===== src/rtl/wdt_pkg.sv =====
package wdt_pkg;

    // Prescaler rate choice carried on the source-select input
    typedef enum logic {
        SRC_DIV_FINE   = 1'b0,
        SRC_DIV_COARSE = 1'b1
    } src_sel_e;

    // Control word that drives one down-counting stage
    typedef struct packed {
        logic load;   // reload to all-ones (highest priority)
        logic step;   // decrement by one
    } stage_ctl_t;

    // Number of prescaler enables from a reload until the high stage's
    // top bit first reads zero
    function automatic int unsigned trip_ticks(input int lo_w, input int hi_w);
        int unsigned lo_span;
        int unsigned hi_span;
        lo_span = 32'd1 << lo_w;
        hi_span = 32'd1 << (hi_w - 1);
        return lo_span * hi_span;
    endfunction

    // Mask whose low 'bits' positions are set
    function automatic int unsigned low_mask(input int bits);
        return (32'd1 << bits) - 32'd1;
    endfunction

endpackage


===== src/rtl/wdt_prescaler.sv =====
module wdt_prescaler
    import wdt_pkg::*;
#(
    parameter int FINE_LOG2   = 3,
    parameter int COARSE_LOG2 = 4
) (
    input  logic     clk,
    input  logic     rst,
    input  logic     run,
    input  src_sel_e sel,
    output logic     tick
);
    localparam int PS_W = (COARSE_LOG2 > FINE_LOG2) ? COARSE_LOG2 : FINE_LOG2;
    localparam logic [PS_W-1:0] FINE_MASK   = PS_W'(low_mask(FINE_LOG2));
    localparam logic [PS_W-1:0] COARSE_MASK = PS_W'(low_mask(COARSE_LOG2));

    logic [PS_W-1:0] phase;
    logic [PS_W-1:0] sel_mask;

    // Free-running phase counter: held only while the oscillator is stopped
    always_ff @(posedge clk) begin
        if (rst) begin
            phase <= '0;
        end else if (run) begin
            phase <= phase + 1'b1;
        end
    end

    always_comb begin
        unique case (sel)
            SRC_DIV_COARSE: sel_mask = COARSE_MASK;
            default:        sel_mask = FINE_MASK;
        endcase
    end

    // Single-cycle enable when the selected low bits of the phase are all ones
    assign tick = run && ((phase & sel_mask) == sel_mask);

    AST_NO_TICK_STOPPED: assert property (@(posedge clk) disable iff (rst)
        !run |=> $stable(phase));

endmodule


===== src/rtl/wdt_down_stage.sv =====
module wdt_down_stage
    import wdt_pkg::*;
#(
    parameter int W = 8
) (
    input  logic         clk,
    input  logic         rst,
    input  stage_ctl_t   ctl,
    output logic [W-1:0] val,
    output logic         wrap
);
    localparam logic [W-1:0] FULL = '1;

    always_ff @(posedge clk) begin
        if (rst || ctl.load) begin
            val <= FULL;
        end else if (ctl.step) begin
            val <= val - 1'b1;
        end
    end

    // Underflow from zero back to all-ones on this cycle's step
    assign wrap = ctl.step && !ctl.load && (val == '0);

    AST_STAGE_LOAD_FULL: assert property (@(posedge clk) disable iff (rst)
        ctl.load |=> (val == FULL));
    AST_STAGE_STEP_DEC: assert property (@(posedge clk) disable iff (rst)
        (ctl.step && !ctl.load) |=> (val == W'($past(val) - 1'b1)));
    AST_STAGE_IDLE_HOLD: assert property (@(posedge clk) disable iff (rst)
        (!ctl.step && !ctl.load) |=> $stable(val));

endmodule


===== src/rtl/wdt_trip_latch.sv =====
module wdt_trip_latch (
    input  logic clk,
    input  logic rst,
    input  logic msb,
    output logic req
);
    always_ff @(posedge clk) begin
        if (rst) begin
            req <= 1'b0;
        end else if (!msb) begin
            req <= 1'b1;
        end
    end

    AST_REQ_ON_MSB_LOW: assert property (@(posedge clk) disable iff (rst)
        !msb |=> req);
    AST_REQ_HELD: assert property (@(posedge clk) disable iff (rst)
        req |=> req);

endmodule


===== src/rtl/cascade_watchdog.sv =====
module cascade_watchdog
    import wdt_pkg::*;
#(
    parameter int LO_W        = 7,
    parameter int HI_W        = 8,
    parameter int FINE_LOG2   = 3,
    parameter int COARSE_LOG2 = 4
) (
    input  logic            clk,
    input  logic            rst,
    input  logic            wr_hi,
    input  logic [HI_W-1:0] wr_data,
    input  logic            src_sel,
    input  logic            stop_mode,
    output logic            rst_req,
    output logic [LO_W-1:0] lo_val,
    output logic [HI_W-1:0] hi_val
);
    localparam int unsigned TRIP_TICKS = trip_ticks(LO_W, HI_W);
    localparam logic [LO_W-1:0] LO_FULL = '1;
    localparam logic [HI_W-1:0] HI_FULL = '1;

    logic       armed;
    logic       osc_run;
    logic       div_tick;
    logic       lo_wrap;
    logic       hi_wrap_unused;
    logic       unused_wr_data;
    stage_ctl_t lo_ctl;
    stage_ctl_t hi_ctl;

    // The data written has no meaning; only the strobe matters
    assign unused_wr_data = ^wr_data;

    // Idle after reset; the first refresh arms the counter chain
    always_ff @(posedge clk) begin
        if (rst) begin
            armed <= 1'b0;
        end else if (wr_hi) begin
            armed <= 1'b1;
        end
    end

    assign osc_run = !stop_mode;

    wdt_prescaler #(
        .FINE_LOG2  (FINE_LOG2),
        .COARSE_LOG2(COARSE_LOG2)
    ) i_prescaler (
        .clk (clk),
        .rst (rst),
        .run (osc_run),
        .sel (src_sel_e'(src_sel)),
        .tick(div_tick)
    );

    // Refresh outranks a count step in both stages
    always_comb begin
        lo_ctl.load = wr_hi;
        lo_ctl.step = armed && div_tick && !wr_hi;
        hi_ctl.load = wr_hi;
        hi_ctl.step = lo_wrap;
    end

    wdt_down_stage #(.W(LO_W)) i_lo_stage (
        .clk (clk),
        .rst (rst),
        .ctl (lo_ctl),
        .val (lo_val),
        .wrap(lo_wrap)
    );

    wdt_down_stage #(.W(HI_W)) i_hi_stage (
        .clk (clk),
        .rst (rst),
        .ctl (hi_ctl),
        .val (hi_val),
        .wrap(hi_wrap_unused)
    );

    wdt_trip_latch i_trip (
        .clk(clk),
        .rst(rst),
        .msb(hi_val[HI_W-1]),
        .req(rst_req)
    );

    // Count of low-stage steps since the last refresh, kept for the trip check
    logic [31:0] steps_since_load;
    always_ff @(posedge clk) begin
        if (rst || wr_hi) begin
            steps_since_load <= '0;
        end else if (lo_ctl.step && (steps_since_load != '1)) begin
            steps_since_load <= steps_since_load + 1'b1;
        end
    end

    AST_DORMANT_HOLD: assert property (@(posedge clk) disable iff (rst)
        (!armed && !wr_hi) |=> ($stable(lo_val) && $stable(hi_val)));
    AST_REFRESH_FULL: assert property (@(posedge clk) disable iff (rst)
        wr_hi |=> ((lo_val == LO_FULL) && (hi_val == HI_FULL)));
    AST_HI_ONLY_ON_WRAP: assert property (@(posedge clk) disable iff (rst)
        (!wr_hi && !lo_wrap) |=> $stable(hi_val));
    AST_STOP_FREEZE: assert property (@(posedge clk) disable iff (rst)
        (stop_mode && !wr_hi) |=> ($stable(lo_val) && $stable(hi_val)));
    AST_REFRESH_WINS: assert property (@(posedge clk) disable iff (rst)
        (wr_hi && div_tick && armed) |=> (lo_val == LO_FULL));
    AST_TRIP_TICKS: assert property (@(posedge clk) disable iff (rst)
        $rose(rst_req) |-> (steps_since_load == TRIP_TICKS));

endmodule


===== config.mk =====
export PLATFORM = sky130hd
export DESIGN_NAME = cascade_watchdog
export DESIGN_NICKNAME = d
export VERILOG_FILES = /design/src/rtl/wdt_pkg.sv /design/src/rtl/wdt_prescaler.sv /design/src/rtl/wdt_down_stage.sv /design/src/rtl/wdt_trip_latch.sv /design/src/rtl/cascade_watchdog.sv
export SDC_FILE = /design/constraint.sdc
export NUM_CORES = 1
export LEC_CHECK = 0
export BUFFER_PORTS_ARGS = -buffer_cell sky130_fd_sc_hd__buf_2
export CORE_ASPECT_RATIO = 0.8
export CORE_UTILIZATION = 40
export DETAILED_ROUTE_END_ITERATION = 10
export PLACE_DENSITY_LB_ADDON = 0.12
export SLEW_MARGIN = 20
export SYNTH_ARGS = -nofsm -noshare
export SYNTH_HDL_FRONTEND = slang
export SYNTH_SLANG_ARGS = --single-unit

===== constraint.sdc =====
create_clock -name clk -period 2.2 [get_ports clk]
set_input_delay 0.22 -clock clk [delete_from_list [all_inputs] [get_ports clk]]
set_output_delay 0.22 -clock clk [all_outputs]
set_load 0.02 [all_outputs]

==> impl_metrics.json <==
{
  "antenna_found_initial": 0,
  "final_cell_mix": "dfxtp_1, buf_2, nor2_1, o21ai_0, inv_1",
  "crit_start": "i_lo_stage.val[4]$_SDFFE_PP1P_",
  "grt_setup_unrepaired": "no",
  "dr.first_iter.drc_count": 51,
  "vias": 915,
  "crit_end": "i_hi_stage.val[7]$_SDFFE_PP1P_",
  "cts.hold.buffers_added": 0,
  "cpMaxStageDelayCell": "or4b_1",
  "p_leak_nw": 0.480,
  "violations": "DRC",
  "ff_latch_area_um2": 420,
  "synth_compound_gate_area_share_pct": 11.9,
  "dieArea_um2": 2700,
  "combPwrFrac_pct": 4.1,
  "timing.rr.end": "i_hi_stage.val[7]$_SDFFE_PP1P_",
  "max_slew_margin_pct": 56.2,
  "htreeDepth": 1,
  "synth_nets": 129,
  "maxSlewViolCount": 0,
  "fin_area_um2": 1170,
  "switchingPower_mw": 0.139,
  "avgSynthCellArea_um2": 8.90,
  "grt_first_pass_wirelength_mm": 3.67,
  "syn_inst": 112,
  "coreArea_um2": 2250,
  "r2r_slack_ps": 190,
  "wl_mm": 2.20,
  "dr_wl_met2_um": 937,
  "cts_root_buf": "clkbuf_4",
  "io_buffers": 20,
  "highest_layer": "met4",
  "final-hold-violation-count": 0,
  "antenna_cells": 0,
  "synthXorXnorAreaFrac_pct": 3.51,
  "die_width_um": 57.8,
  "fin_crit_ps": 2010,
  "cts.path.max_buffers": 2,
  "seq_power_share_pct": 64.8,
  "yosysSeqAreaShare_pct": 42.2,
  "numCtsBuffers": 3,
  "drt-pass1-iter-count": 7,
  "rr_startpoint": "i_lo_stage.val[4]$_SDFFE_PP1P_",
  "fin_tns_setup_ps": 0,
  "final_common_cell": "dfxtp_1",
  "die_height_um": 46.7,
  "drive_gt1_share_pct": 23.2,
  "skew_ps": 10.5,
  "clkSinkCount": 21,
  "max_stage_delay_ps": 540,
  "multiInputGateArea_um2": 524,
  "clock.fmax_mhz": 497,
  "dp_hpwl_mm": 1.61,
  "grt_max_degree": 13,
  "ioPinCount": 29,
  "drc_errors": 2,
  "powerDensity_nw_per_um2": 513,
  "cts_tree": "done",
  "clk_pin_slew_ps": 120,
  "synth_top_family_by_area": "simple AND/OR/NAND/NOR gates",
  "ys_ff_latch": 21,
  "crit_arrival_ps": 2270,
  "overflow": 0,
  "worst_setup_path_start_kind": "flip-flop",
  "place_area_um2": 1150,
  "nets": 156,
  "required_ps": 2460,
  "ys_warn_count": 0,
  "post-cts-setup-buffers": 0,
  "clkPwrFrac_pct": 31.2,
  "grt_use_total_pct": 18.4,
  "irDropWorstVdd_mv": 0.246,
  "area.growth.synth_to_final_pct": 17.8,
  "worstSetupPathType": "reg2reg",
  "vias_per_cell": 5.61,
  "swShare_pct": 23.1,
  "rows": 15,
  "initial_core_util_pct": 44.3,
  "ctsResizeCount": 0,
  "setup_violations": 0,
  "fin_crit_sh_pct": 91.4,
  "crit_fanout": 6,
  "wl_met3_um": 95,
  "antenna_left": 0,
  "place_congestion": 0.743,
  "synth_adder_area_share_pct": 5.02,
  "syn_area_um2": 997,
  "worst_pin_slew_ps": 654,
  "fillers": 222,
  "hold_path_class": "in2reg",
  "met1_length_mm": 1.14,
  "synthMuxAreaShare_pct": 1.00,
  "clk_latency_ps": 310,
  "status": "complete, but fails checks",
  "avgRoutedWirePerCell_um": 13.5,
  "grt_pass1_vias": 825,
  "yosysUniqueCellTypes": 34,
  "r2r_cells": 4,
  "crit_chain": "or4_4 -> or4b_1 -> or4_1 -> nand3_1",
  "intPower_mw": 0.464,
  "cp-end-kind": "flip-flop",
  "max_cap_viol_count": 0,
  "synth-simple-area-share_pct": 31.1
}
-- power groups by stage --
| stage | Clock (mW) | Sequential [mW] | Combinational, mW |
|---|---|---|---|
| 6_report | 0.188 | 0.391 | 0.0244 |
| 5_1_grt | 0.218 | 0.392 | 0.0272 |
| 4_1_cts | 0.199 | 0.390 | 0.0246 |
| 3_5_place_dp | 0 | 0.399 | 0.0246 |
| 3_3_place_gp | 0 | 0.398 | 0.0231 |
| 2_1_floorplan | 0 | 0.398 | 0.0133 |
-- Yosys cell counts, drive strengths merged --
library cell,count,area share [%]
a21oi,1,0.50
a31o,1,0.88
a31oi,3,1.9
and3,1,0.63
and4,4,3.5
buf,2,1.9
clkbuf,2,0.75
dfxtp,21,42
ha,4,5.0
inv,7,2.6
mux2i,1,1.0
nand2,4,1.5
nand2b,1,0.63
nand3,6,3.0
nand3b,4,3.0
nand4,4,2.5
nand4b,1,0.88
nor2,11,4.1
nor2b,1,0.63
nor3,4,2.0
nor4,2,1.3
nor4b,1,0.88
nor4bb,1,1.0
o211ai,2,1.5
o21ai,8,4.0
o311ai,1,0.88
o31ai,3,2.3
or3,3,1.9
or4,3,2.6
or4b,1,1.0
xnor2,2,1.8
xor2,2,1.8
-- worst min-delay path by stage --
stage,from,to,depth (start not counted)
final,rst,i_trip.req$_SDFFE_PP0N_,2
after global routing,rst,i_trip.req$_SDFFE_PP0N_,2
after CTS,rst,i_trip.req$_SDFFE_PP0N_,2
after detailed placement,i_trip.req$_SDFFE_PP0N_,i_trip.req$_SDFFE_PP0N_,2
after global placement,i_trip.req$_SDFFE_PP0N_,i_trip.req$_SDFFE_PP0N_,2
after floorplan,rst,i_trip.req$_SDFFE_PP0N_,1
-- kinds of logic (layout without fill, tap and decap cells) --
family / after synthesis / count (layout)
xor gates and xnor gates: 4 / 4
buffers and inverters: 11 / 37
AOI/OAI and AO/OA: 19 / 19
muxes: 1 / 1
adders and majority gates: 4 / 4
and+or+nand+nor: 52 / 52
DFF: 21 / 21
-- worst max-delay path, delay by kind of cell, from the launching register on --
family | cells | cell delay (ps)
DFF | 1 | 370
and+or+nand+nor | 4 | 1610
-- layer usage --
metal	vias up	global-route usage, %
met5	-	0
met4	0	6.67
met3	4	5.34
met2	27	28.5
met1	415	24.5
li1	469	-
-- layout make-up --
type / count / area share, %
repair buffers: 26 / 12.4
clock buffers: 3 / 1.92
well taps: 25 / 2.66
inverters: 7 / 2.24
multi-input cells: 80 / 44.6
flip-flops and latches: 21 / 35.8
clock inverters: 1 / 0.426
-- stage by stage --
stage                     instances  util, %  power [mW]  setup WS (ps)  hold slack [ps]
after floorplan                 112        -       0.411           28.1              289
after global placement          159     50.9       0.422            187              436
after detailed placement        159     50.9       0.424            184              441
after CTS                       163     52.2       0.614            169              135
after global routing            163     52.2       0.637           15.9              131
final                           163     52.2       0.603            189              150
-- flip-flops by register name, summed over array words and instances (netlist names) --
name               cells
i_hi_stage.val         8
armed                  1
i_lo_stage.val         7
i_trip.req             1
i_prescaler.phase      4
Note: power is estimated with default switching activity, not from simulation.
